File: config.mk
export PLATFORM = sky130hd
export DESIGN_NAME = stack_ptr_unit
export DESIGN_NICKNAME = d
export VERILOG_FILES = /design/src/rtl/stack_ptr_unit.sv
export SDC_FILE = /design/constraint.sdc
export NUM_CORES = 1
export LEC_CHECK = 0
export ABC_AREA = 0
export ABC_CLOCK_PERIOD_IN_PS = 7500
export CAP_MARGIN = 25
export CORE_MARGIN = 2
export CORE_UTILIZATION = 60
export DETAILED_ROUTE_END_ITERATION = 10
export DONT_BUFFER_PORTS = 1
export PLACE_DENSITY = 0.85
export SKIP_LAST_GASP = 1
export SLEW_MARGIN = 20
export SYNTH_ARGS = -nofsm -noshare
export SYNTH_HDL_FRONTEND = slang
export SYNTH_SLANG_ARGS = --single-unit
File: constraint.sdc
create_clock -name clk -period 7.5 [get_ports clk]
set_input_delay 2.25 -clock clk [delete_from_list [all_inputs] [get_ports clk]]
set_output_delay 2.25 -clock clk [all_outputs]
set_load 0.03 [all_outputs]
File: src/rtl/stack_ptr_unit.sv
module stack_ptr_unit #(
  parameter int              ADDR_W   = 16,
  parameter int              USED_W   = 10,
  parameter logic [15:0]     TOP_ADDR = 16'h025F,
  parameter logic [5:0]      LO_SEL   = 6'h3D,
  parameter logic [5:0]      HI_SEL   = 6'h3E
) (
  input  logic              clk,
  input  logic              rst_n,
  input  logic              push_b,
  input  logic              pop_b,
  input  logic              push_ret,
  input  logic              pop_ret,
  input  logic              io_we,
  input  logic [5:0]        io_addr,
  input  logic [7:0]        io_wdata,
  output logic [7:0]        io_rd_lo,
  output logic [7:0]        io_rd_hi,
  output logic [ADDR_W-1:0] acc_addr,
  output logic [ADDR_W-1:0] acc_addr_hi
);

  localparam int HALF = ADDR_W / 2;
  localparam logic [ADDR_W-1:0] KEEP = ADDR_W'((32'd1 << USED_W) - 32'd1);
  localparam logic [ADDR_W-1:0] RST_V = ADDR_W'(TOP_ADDR) & KEEP;

  logic [ADDR_W-1:0] sp, sp_step;
  logic wr_lo, wr_hi;
  logic s_pr, s_rr, s_pb, s_qb;

  assign wr_lo = io_we && (io_addr == LO_SEL);
  assign wr_hi = io_we && (io_addr == HI_SEL);

  // fixed priority among stack strobes
  assign s_pr = push_ret;
  assign s_rr = !push_ret && pop_ret;
  assign s_pb = !push_ret && !pop_ret && push_b;
  assign s_qb = !push_ret && !pop_ret && !push_b && pop_b;

  always_comb begin
    sp_step = sp;
    if (s_pr)      sp_step = sp - ADDR_W'(2);
    else if (s_rr) sp_step = sp + ADDR_W'(2);
    else if (s_pb) sp_step = sp - ADDR_W'(1);
    else if (s_qb) sp_step = sp + ADDR_W'(1);
  end

  assign acc_addr    = (s_rr ? sp + ADDR_W'(2) : s_qb ? sp + ADDR_W'(1) : sp) & KEEP;
  assign acc_addr_hi = (s_rr ? sp + ADDR_W'(1) : sp - ADDR_W'(1)) & KEEP;

  always_ff @(posedge clk) begin
    if (!rst_n) begin
      sp <= RST_V;
    end else if (wr_lo || wr_hi) begin
      if (wr_lo) sp[HALF-1:0]      <= io_wdata & KEEP[HALF-1:0];
      if (wr_hi) sp[ADDR_W-1:HALF] <= io_wdata & KEEP[ADDR_W-1:HALF];
    end else begin
      sp <= sp_step & KEEP;
    end
  end

  assign io_rd_lo = sp[HALF-1:0];
  assign io_rd_hi = sp[ADDR_W-1:HALF];

  a_r2_push_byte: assert property (@(posedge clk) disable iff (!rst_n)
    (s_pb && !wr_lo && !wr_hi) |=> {io_rd_hi, io_rd_lo} == (($past({io_rd_hi, io_rd_lo}) - 16'd1) & KEEP));

  a_r3_pop_byte: assert property (@(posedge clk) disable iff (!rst_n)
    (s_qb && !wr_lo && !wr_hi) |=> {io_rd_hi, io_rd_lo} == (($past({io_rd_hi, io_rd_lo}) + 16'd1) & KEEP));

  a_r4_push_ret: assert property (@(posedge clk) disable iff (!rst_n)
    (push_ret && !wr_lo && !wr_hi) |=> {io_rd_hi, io_rd_lo} == (($past({io_rd_hi, io_rd_lo}) - 16'd2) & KEEP));

  a_r4_ret_pair: assert property (@(posedge clk) disable iff (!rst_n)
    push_ret |-> acc_addr_hi == ((acc_addr - 16'd1) & KEEP));

  a_r5_pop_ret: assert property (@(posedge clk) disable iff (!rst_n)
    (s_rr && !wr_lo && !wr_hi) |=> {io_rd_hi, io_rd_lo} == (($past({io_rd_hi, io_rd_lo}) + 16'd2) & KEEP));

  a_r6_write_lo: assert property (@(posedge clk) disable iff (!rst_n)
    (wr_lo && !wr_hi) |=> (io_rd_hi == $past(io_rd_hi)) && (io_rd_lo == ($past(io_wdata) & KEEP[HALF-1:0])));

  a_r7_unused_zero: assert property (@(posedge clk) disable iff (!rst_n)
    wr_hi |=> (io_rd_hi & ~KEEP[ADDR_W-1:HALF]) == '0);

endmodule

# Yosys cells after proc, flatten, opt, wreduce, memory -nomap -nowiden
# Cells that the tools add are included.
[totals]
word_cells = 30
output_inout_bits = 48
input_bits = 21
regBits = 10
[op_classes]
mux = 9
n_reduce_logical = 11
n_eq_ne = 4
addsub = 4
[ops]
columns = ["operator", "count"]
rows = [
  ["10-bit two-way mux", 7],
  ["6-bit equality test, second input constant", 2],
  ["10-bit by 1-bit adder with 10-bit output, second input constant", 1],
  ["10-bit by 2-bit adder with 10-bit output, second input constant", 1],
  ["10-bit by 1-bit subtractor with 10-bit output, second input constant", 1],
  ["10-bit by 2-bit subtractor with 10-bit output, second input constant", 1],
  ["8-bit two-way mux", 1],
  ["1-bit logical AND", 7],
  ["2-bit != test, second input constant", 2],
  ["1-bit zero test", 3],
  ["2-bit two-way mux", 1],
  ["1-bit logical OR", 1],
]

# Longest topological paths before layout
# Gate-level depths: netlist (run 1).
[depth]
ltp_word = 9
mapped_depth = 8
mapped_depth_nobuf = 7

# Least setup slack after synthesis (run 1)
# No wires, ideal clock.
[synth_path]
path_kind = "in2out"
from = "input push_b"
to = "output acc_addr[2]"
path_buffers = 1
required_time_ns = 5.250
slack_ns = 1.539
arrival_time_ns = 3.711
cell_stages = 5
path_cell_list = "buf_6 nor4b_4 nand2_1 xnor2_1 o21ai_0"
[synth_via]
elab_chain_len = 5
[synth_rtl]
columns = ["element", "line", "rtl"]
rows = [
  ["from (decl)", "10", "input logic push_b,"],
  ["1-bit zero test", "38", "assign s_qb = !push_ret && !pop_ret && !push_b && pop_b;"],
  ["1-bit logical AND (2 in series)", "38", ""],
  ["10-bit two-way mux (2 in series)", "48", "assign acc_addr = (s_rr ? sp + ADDR_W'(2) : s_qb ? sp + ADDR_W'(1) : sp) & KEEP;"],
  ["to (decl)", "19", "output logic [ADDR_W-1:0] acc_addr,"],
]
# No other way between the ends.

# Worst setup path in the final report (run 1)
# Same ends and word-level chain as after synthesis.

==> results.py, run 1 <==
metrics = {
    "worst_setup_path": {
        "beginning_of_the_worst_register_to_register_path": "sp[2]",
        "required_time_at_the_endpoint_of_the_critical_path_ps": 5250,
        "reg2reg_to": "sp[9]",
        "crit_type": "in -> out",
        "r2r.worst_path.cells": 7,
        "r2r_setup_slack_ps": 4880,
        "worst_setup_path_start_kind": "input port",
        "worst_path_arrival_ps": 3690,
        "critical_path.max_fanout": 17,
        "setup.worst_path.end_class": "output pin",
    },
    "die": {
        "row_count": 20,
        "num_io_pins": 69,
        "die_width_um": 60.1,
        "fp.dieH_um": 60.1,
        "design.core.area_um2": 3030,
        "initial_core_util_pct": 62.4,
        "die_area_um2": 3620,
    },
    "timing": {
        "maxClockFrequency_ghz": 0.168,
        "setup_slack_ps": 1560,
        "worst_slew_pin_tran_ps": 1060,
        "setup-tns-final_ps": 0,
        "layout_min_cycle_time_ps": 5940,
        "skew_ps": 3.01,
        "grt_setup_unrepaired": "false",
        "final-hold-violation-count": 0,
        "relSlewSlack_pct": 29.4,
        "setup_viol_count_final": 0,
        "period_share_pct": 79.3,
        "final-max-slew-violation-count": 0,
    },
    "power": {
        "pwr_density_cell_nw_per_um2": 150,
        "report.power.total_mw": 0.267,
        "p_leak_nw": 0.646,
        "worst_ir_drop_vdd_v": 0.0000923,
    },
    "grt": {
        "groute.usage.overall_pct": 29.0,
        "grt_pass1_vias": 1613,
        "antenna_found_initial": 0,
        "first_pass_grt_wire_length_um": 7920,
        "grt_max_degree": 22,
        "grt_overflow_total": 0,
    },
    "min_path": {
        "worstHoldPathCells": 2,
        "worst_min_path_class": "reg -> reg",
        "timing.hold.worst.start": "sp[6]",
        "worst_hold_path.endpoint": "sp[6]",
    },
    "drt": {
        "detail_route.drc_violations": 0,
        "drt-wirelength-per-cell_um": 18.1,
        "drt_pass_1_iters": 5,
        "detailedRoute.firstIterationViolations": 175,
        "vias": 1935,
        "route.detailed.vias_per_inst": 6.77,
        "drt.antenna.violating_nets": 0,
        "route.final.wire_length_um": 5170,
    },
    "synth": {
        "most_common_flop_cell_mapped_by_yosys": "dfxtp_1",
        "synth_cell_types": 60,
        "synth_area_per_inst_um2": 7.19,
        "yosys_warnings": 0,
        "async_reset_ff_share_pct": 0,
        "synth_enable_flop_cells": 0,
        "synth.cell_area_um2": 1890,
        "postSynthRegisterBits": 10,
        "synthCells": 263,
        "seq_area_frac_synth_pct": 10.6,
    },
    "clock_tree": {
        "cts.htree.levels": 1,
        "cts_setup_buffers": 0,
        "cts.clk_slew.worst_paths_ps": 70,
        "clock_tree_from_tritoncts": "yes",
        "cts-root-buf": "clkbuf_4",
        "numCtsBuffers": 3,
        "cts_resized": 0,
        "holdBufCountCts": 0,
        "clock_insertion_delay_worst_skew_ps": 260,
        "maximum_count_of_clock_buffers_along_a_single_path": 2,
        "tritoncts_num_sinks": 10,
    },
    "placement": {
        "placed_cells": 282,
        "portBuffers": 0,
        "place.detailed.hpwl_um": 3840,
        "worst_setup_slack_after_placement_ps": 1540,
        "gp_routability_congestion": 0.974,
    },
    "layout": {
        "instances_no_fill": 286,
        "final_nets": 269,
        "top_regs": "sp: 10 flops",
        "area_delta_synth_final_pct": -5.89,
        "antenna_cells": 0,
        "regMostFlops": "sp",
        "layout-drive-gt1-share_pct": 5.79,
        "largest_register_ff_count": 10,
        "most-common-layout-cells": "nand2_1, o21ai_0, conb_1",
    },
    "job": {
        "cap_viol_max_count": 0,
    },
    "status": {
        "run_status": "finished clean",
    },
}
synth_stat cells, types with 2 or more instances:
master	count	area, um^2
o221ai_1	3	26.3
and3_1	3	18.8
buf_4	23	173
nor2b_1	4	25.0
clkbuf_1	8	30.0
nand2_1	18	67.6
nand4_1	4	25.0
a31oi_1	10	62.6
ha_1	5	62.6
o211ai_1	5	37.5
xor2_1	10	87.6
o31ai_1	2	15.0
xnor2_1	15	131
o22a_1	3	26.3
a21oi_1	10	50.1
buf_6	2	22.5
nor4_1	4	25.0
dfxtp_1	10	200
buf_2	9	45.0
o22ai_1	2	12.5
and2_1	4	25.0
nand3b_1	2	15.0
or3_1	4	25.0
a211oi_1	3	22.5
and4_1	4	35.0
nand2b_1	4	25.0
nor2_1	10	37.5
nor3_1	7	35.0
o21ai_0	18	90.1
nand3_1	13	65.1
a22oi_1	7	52.6
nor3b_1	3	22.5
mux2i_1	2	20.0
inv_1	6	22.5
per-layer routing:
| layer | vias up | GRT usage (%) | part of all wire, % |
|---|---|---|---|
| met1 | 893 | 41.8 | 42 |
| met5 | - | 0 | 0 |
| met2 | 131 | 41.8 | 45 |
| li1 | 897 | - | - |
| met4 | 0 | 11.4 | 2.0 |
| met3 | 14 | 5.63 | 11 |
worst max path at each step:
| stage | start | to | slack (ps) | cells past startpoint |
|---|---|---|---|---|
| finish | push_b | acc_addr[2] | 1560 | 4 |
| global route | push_b | acc_addr[2] | 1420 | 4 |
| CTS | push_b | acc_addr[2] | 1530 | 4 |
| detailed placement | push_b | acc_addr[2] | 1540 | 4 |
| global placement | push_b | acc_addr[2] | 1550 | 4 |
| floorplan | push_b | acc_addr[2] | 1540 | 5 |
cell families (layout without fill, tap and decap cells):
family	Yosys count	after routing	share of synthesized area, %
adders and majority gates	5	5	3.31
DFF	10	10	10.6
and+or+nand+nor	90	90	28.1
AOI/OAI and AO/OA	80	80	28.9
xor gates and xnor gates	25	25	11.6
buffers and inverters	49	11	15.7
other	1	18	0.198
muxes	3	3	1.65
stage by stage:
stage / hold slack, ps / utilization, % / instance area, um^2
floorplan: 794 / - / 1950
global placement: 892 / 57.6 / 1740
detailed placement: 897 / 57.6 / 1740
CTS: 905 / 58.8 / 1780
global route: 978 / 58.8 / 1780
finish: 915 / 58.8 / 1780
report_power, final:
part	internal [mW]	total, mW	switching, mW
registers	0.0582	0.0930	0.0348
clock network	0.0295	0.0477	0.0182
logic	0.0378	0.126	0.0881
cell type report:
type                       instances  area, um^2
clock buffer                       4        36.3
fill                             306        1250
inverter                           6        22.5
multi-input combinational        221        1460
sequential                        10         200
tap                               44        55.1
timing repair buffer               1        7.51
critical path: stages:
cell and delay (ps):
nor4b_4 480, nand2_1 120, xnor2_1 130, o21ai_0 710
(Power assumes the default switching activity.)
==> inputs of run 2 (changes only) <==
Settings changed: ABC_CLOCK_PERIOD_IN_PS 7500 to 5300, CORE_UTILIZATION 60 to 59, PLACE_DENSITY 0.85 to 0.87.
Clock period 7.5 ns to 5.3 ns, I/O delays scaled along.
==> run 2 against run 1 <==
Net effect:
- via count is 3.1% higher
- register-to-register slack worse by 2000 ps
- combinational power is 68% higher
- clock power is 46% higher
- power is 50% higher
- first-iteration DRC count is 13% lower
- highest routed layer unchanged
==> results.py, run 2 (synthesis results as in run 1) <==
metrics = {
    "grt": {
        "first_pass_grt_wire_length_um": 8440,
        "grt.met3_usage_pct": 5.97,
        "grt_pass1_vias": 1696,
        "antenna_found_initial": 0,
        "grt_overflow_total": 0,
        "grt_busiest_layer": "met2",
        "groute.usage.overall_pct": 30.6,
        "grt_max_degree": 22,
        "met2_usage_pct": 47.8,
        "grt_util_met1_pct": 44.0,
    },
    "power": {
        "p_int_mw": 0.194,
        "netSwitchingFraction_pct": 51.5,
        "pwr_density_cell_nw_per_um2": 212,
        "share_comb_of_total_power_pct": 53.1,
        "clkPwrFrac_pct": 17.5,
        "worst_ir_drop_vdd_v": 0.000191,
        "seqPwrFrac_pct": 29.5,
        "p_sw_mw": 0.206,
        "p_leak_nw": 0.712,
    },
    "drt": {
        "route.detailed.vias_per_inst": 6.65,
        "route.final.wire_length_um": 5330,
        "drt.antenna.violating_nets": 0,
        "detail_route.drc_violations": 0,
        "drt-wirelength-per-cell_um": 17.8,
        "drt_pass_1_iters": 5,
        "detailedRoute.firstIterationViolations": 153,
        "vias": 1995,
    },
    "min_path": {
        "timing.hold.worst.start": "sp[6]",
        "worst_hold_path.endpoint": "sp[6]",
        "worst_min_path_class": "reg -> reg",
        "worstHoldPathCells": 2,
    },
    "worst_setup_path": {
        "crit_path_cell_trace": "and3b_1 -> nor2_1 -> nor4_1 -> xor2_1",
        "reg2reg_to": "sp[8]",
        "setup.worst_path.end_class": "output pin",
        "path_buf_inv": 0,
        "crit_type": "in -> out",
        "crit_family": "simple AND/OR/NAND/NOR gates",
        "slowest_delay_ps": 570,
        "r2r_setup_slack_ps": 2920,
        "critical_path.max_fanout": 17,
        "beginning_of_the_worst_register_to_register_path": "sp[5]",
        "worst_path_arrival_ps": 2950,
        "slowest_stage": "xor2_1",
        "worst_setup_path_start_kind": "input port",
        "r2r.worst_path.cells": 5,
        "required_time_at_the_endpoint_of_the_critical_path_ps": 3710,
    },
    "clock_tree": {
        "maximum_count_of_clock_buffers_along_a_single_path": 2,
        "clock_tree_from_tritoncts": "yes",
        "clock_insertion_delay_worst_skew_ps": 270,
        "cts-root-buf": "clkbuf_4",
        "cts_resized": 0,
        "holdBufCountCts": 0,
        "cts_setup_buffers": 0,
        "cts.clk_slew.worst_paths_ps": 70,
        "tritoncts_num_sinks": 10,
        "numCtsBuffers": 3,
        "cts.htree.levels": 1,
    },
    "die": {
        "die_width_um": 60.6,
        "design.core.area_um2": 3050,
        "initial_core_util_pct": 61.9,
        "die_area_um2": 3670,
        "row_count": 20,
        "num_io_pins": 69,
        "fp.dieH_um": 60.6,
    },
    "placement": {
        "portBuffers": 0,
        "place.detailed.hpwl_um": 4030,
        "placed_cells": 296,
        "gp_routability_congestion": 0.968,
    },
    "layout": {
        "multi_input_area_um2": 1460,
        "final_nets": 283,
        "antenna_cells": 0,
        "storage_cell_area_um2": 200,
        "instances_no_fill": 300,
        "most-common-layout-cells": "nand2_1, o21ai_0, conb_1",
        "layout-drive-gt1-share_pct": 10.9,
        "top_regs": "sp: 10 flops",
        "regMostFlops": "sp",
        "area_delta_synth_final_pct": -0.331,
        "fillCellCount": 295,
        "largest_register_ff_count": 10,
    },
    "timing": {
        "layout_min_cycle_time_ps": 4540,
        "final-hold-violation-count": 0,
        "setup_viol_count_final": 0,
        "setup-tns-final_ps": 0,
        "relSlewSlack_pct": 30.3,
        "worst_slew_pin_tran_ps": 1040,
        "maxClockFrequency_ghz": 0.220,
        "skew_ps": 6.54,
        "grt_setup_unrepaired": "false",
        "period_share_pct": 85.7,
        "final-max-slew-violation-count": 0,
    },
    "job": {
        "cap_viol_max_count": 0,
    },
    "status": {
        "run_status": "finished clean",
    },
}
-- run 2: how the worst max path moves through the flow --
| stage | from | to | slack (ps) | cells after the start |
|---|---|---|---|---|
| 2_1_floorplan | push_b | acc_addr[2] | 660 | 5 |
| 5_1_grt | push_b | acc_addr[9] | 670 | 4 |
| 4_1_cts | push_b | acc_addr[9] | 770 | 4 |
| 3_3_place_gp | push_b | acc_addr[9] | 840 | 4 |
| 6_report | push_b | acc_addr[9] | 760 | 4 |
| 3_5_place_dp | push_b | acc_addr[9] | 780 | 4 |
-- run 2: power groups by stage --
stage,Clock [mW],Sequential [mW],Combinational (mW)
final,0.0698,0.118,0.212
after global routing,0.0741,0.120,0.230
after CTS,0.0716,0.117,0.210
after detailed placement,0,0.119,0.210
after global placement,0,0.119,0.207
after floorplan,0,0.104,0.202
-- run 2: routing by layer --
metal / wire length [um] / part of all wire (%)
met5: 0 / 0
met1: 2120 / 40
met3: 652 / 12
met2: 2520 / 47
met4: 40 / 0.75
-- run 2: layout make-up --
type / count / share of cell area, %
Timing Repair Buffer: 15 / 5.98
Sequential cell: 10 / 10.6
Tap cell: 44 / 2.92
Inverter: 6 / 1.20
Clock buffer: 4 / 1.93
Multi-Input combinational cell: 221 / 77.4
-- run 2: stage by stage --
stage	power [mW]	instance area, um^2	util, %	setup WS, ps	hold slack, ps
finish	0.400	1880	61.7	760	624
global route	0.424	1880	61.7	674	643
CTS	0.399	1880	61.7	774	610
detailed placement	0.328	1850	60.5	777	594
global placement	0.326	1850	60.5	845	588
floorplan	0.306	1950	-	659	794
-- run 2: worst register-to-register path, delay by kind of cell, from the launching register on --
family	cells	cell delay, ps
XOR/XNOR	1	130
AO/OA/AOI/OAI	2	520
AND/OR/NAND/NOR	2	620
flip-flops	1	1010
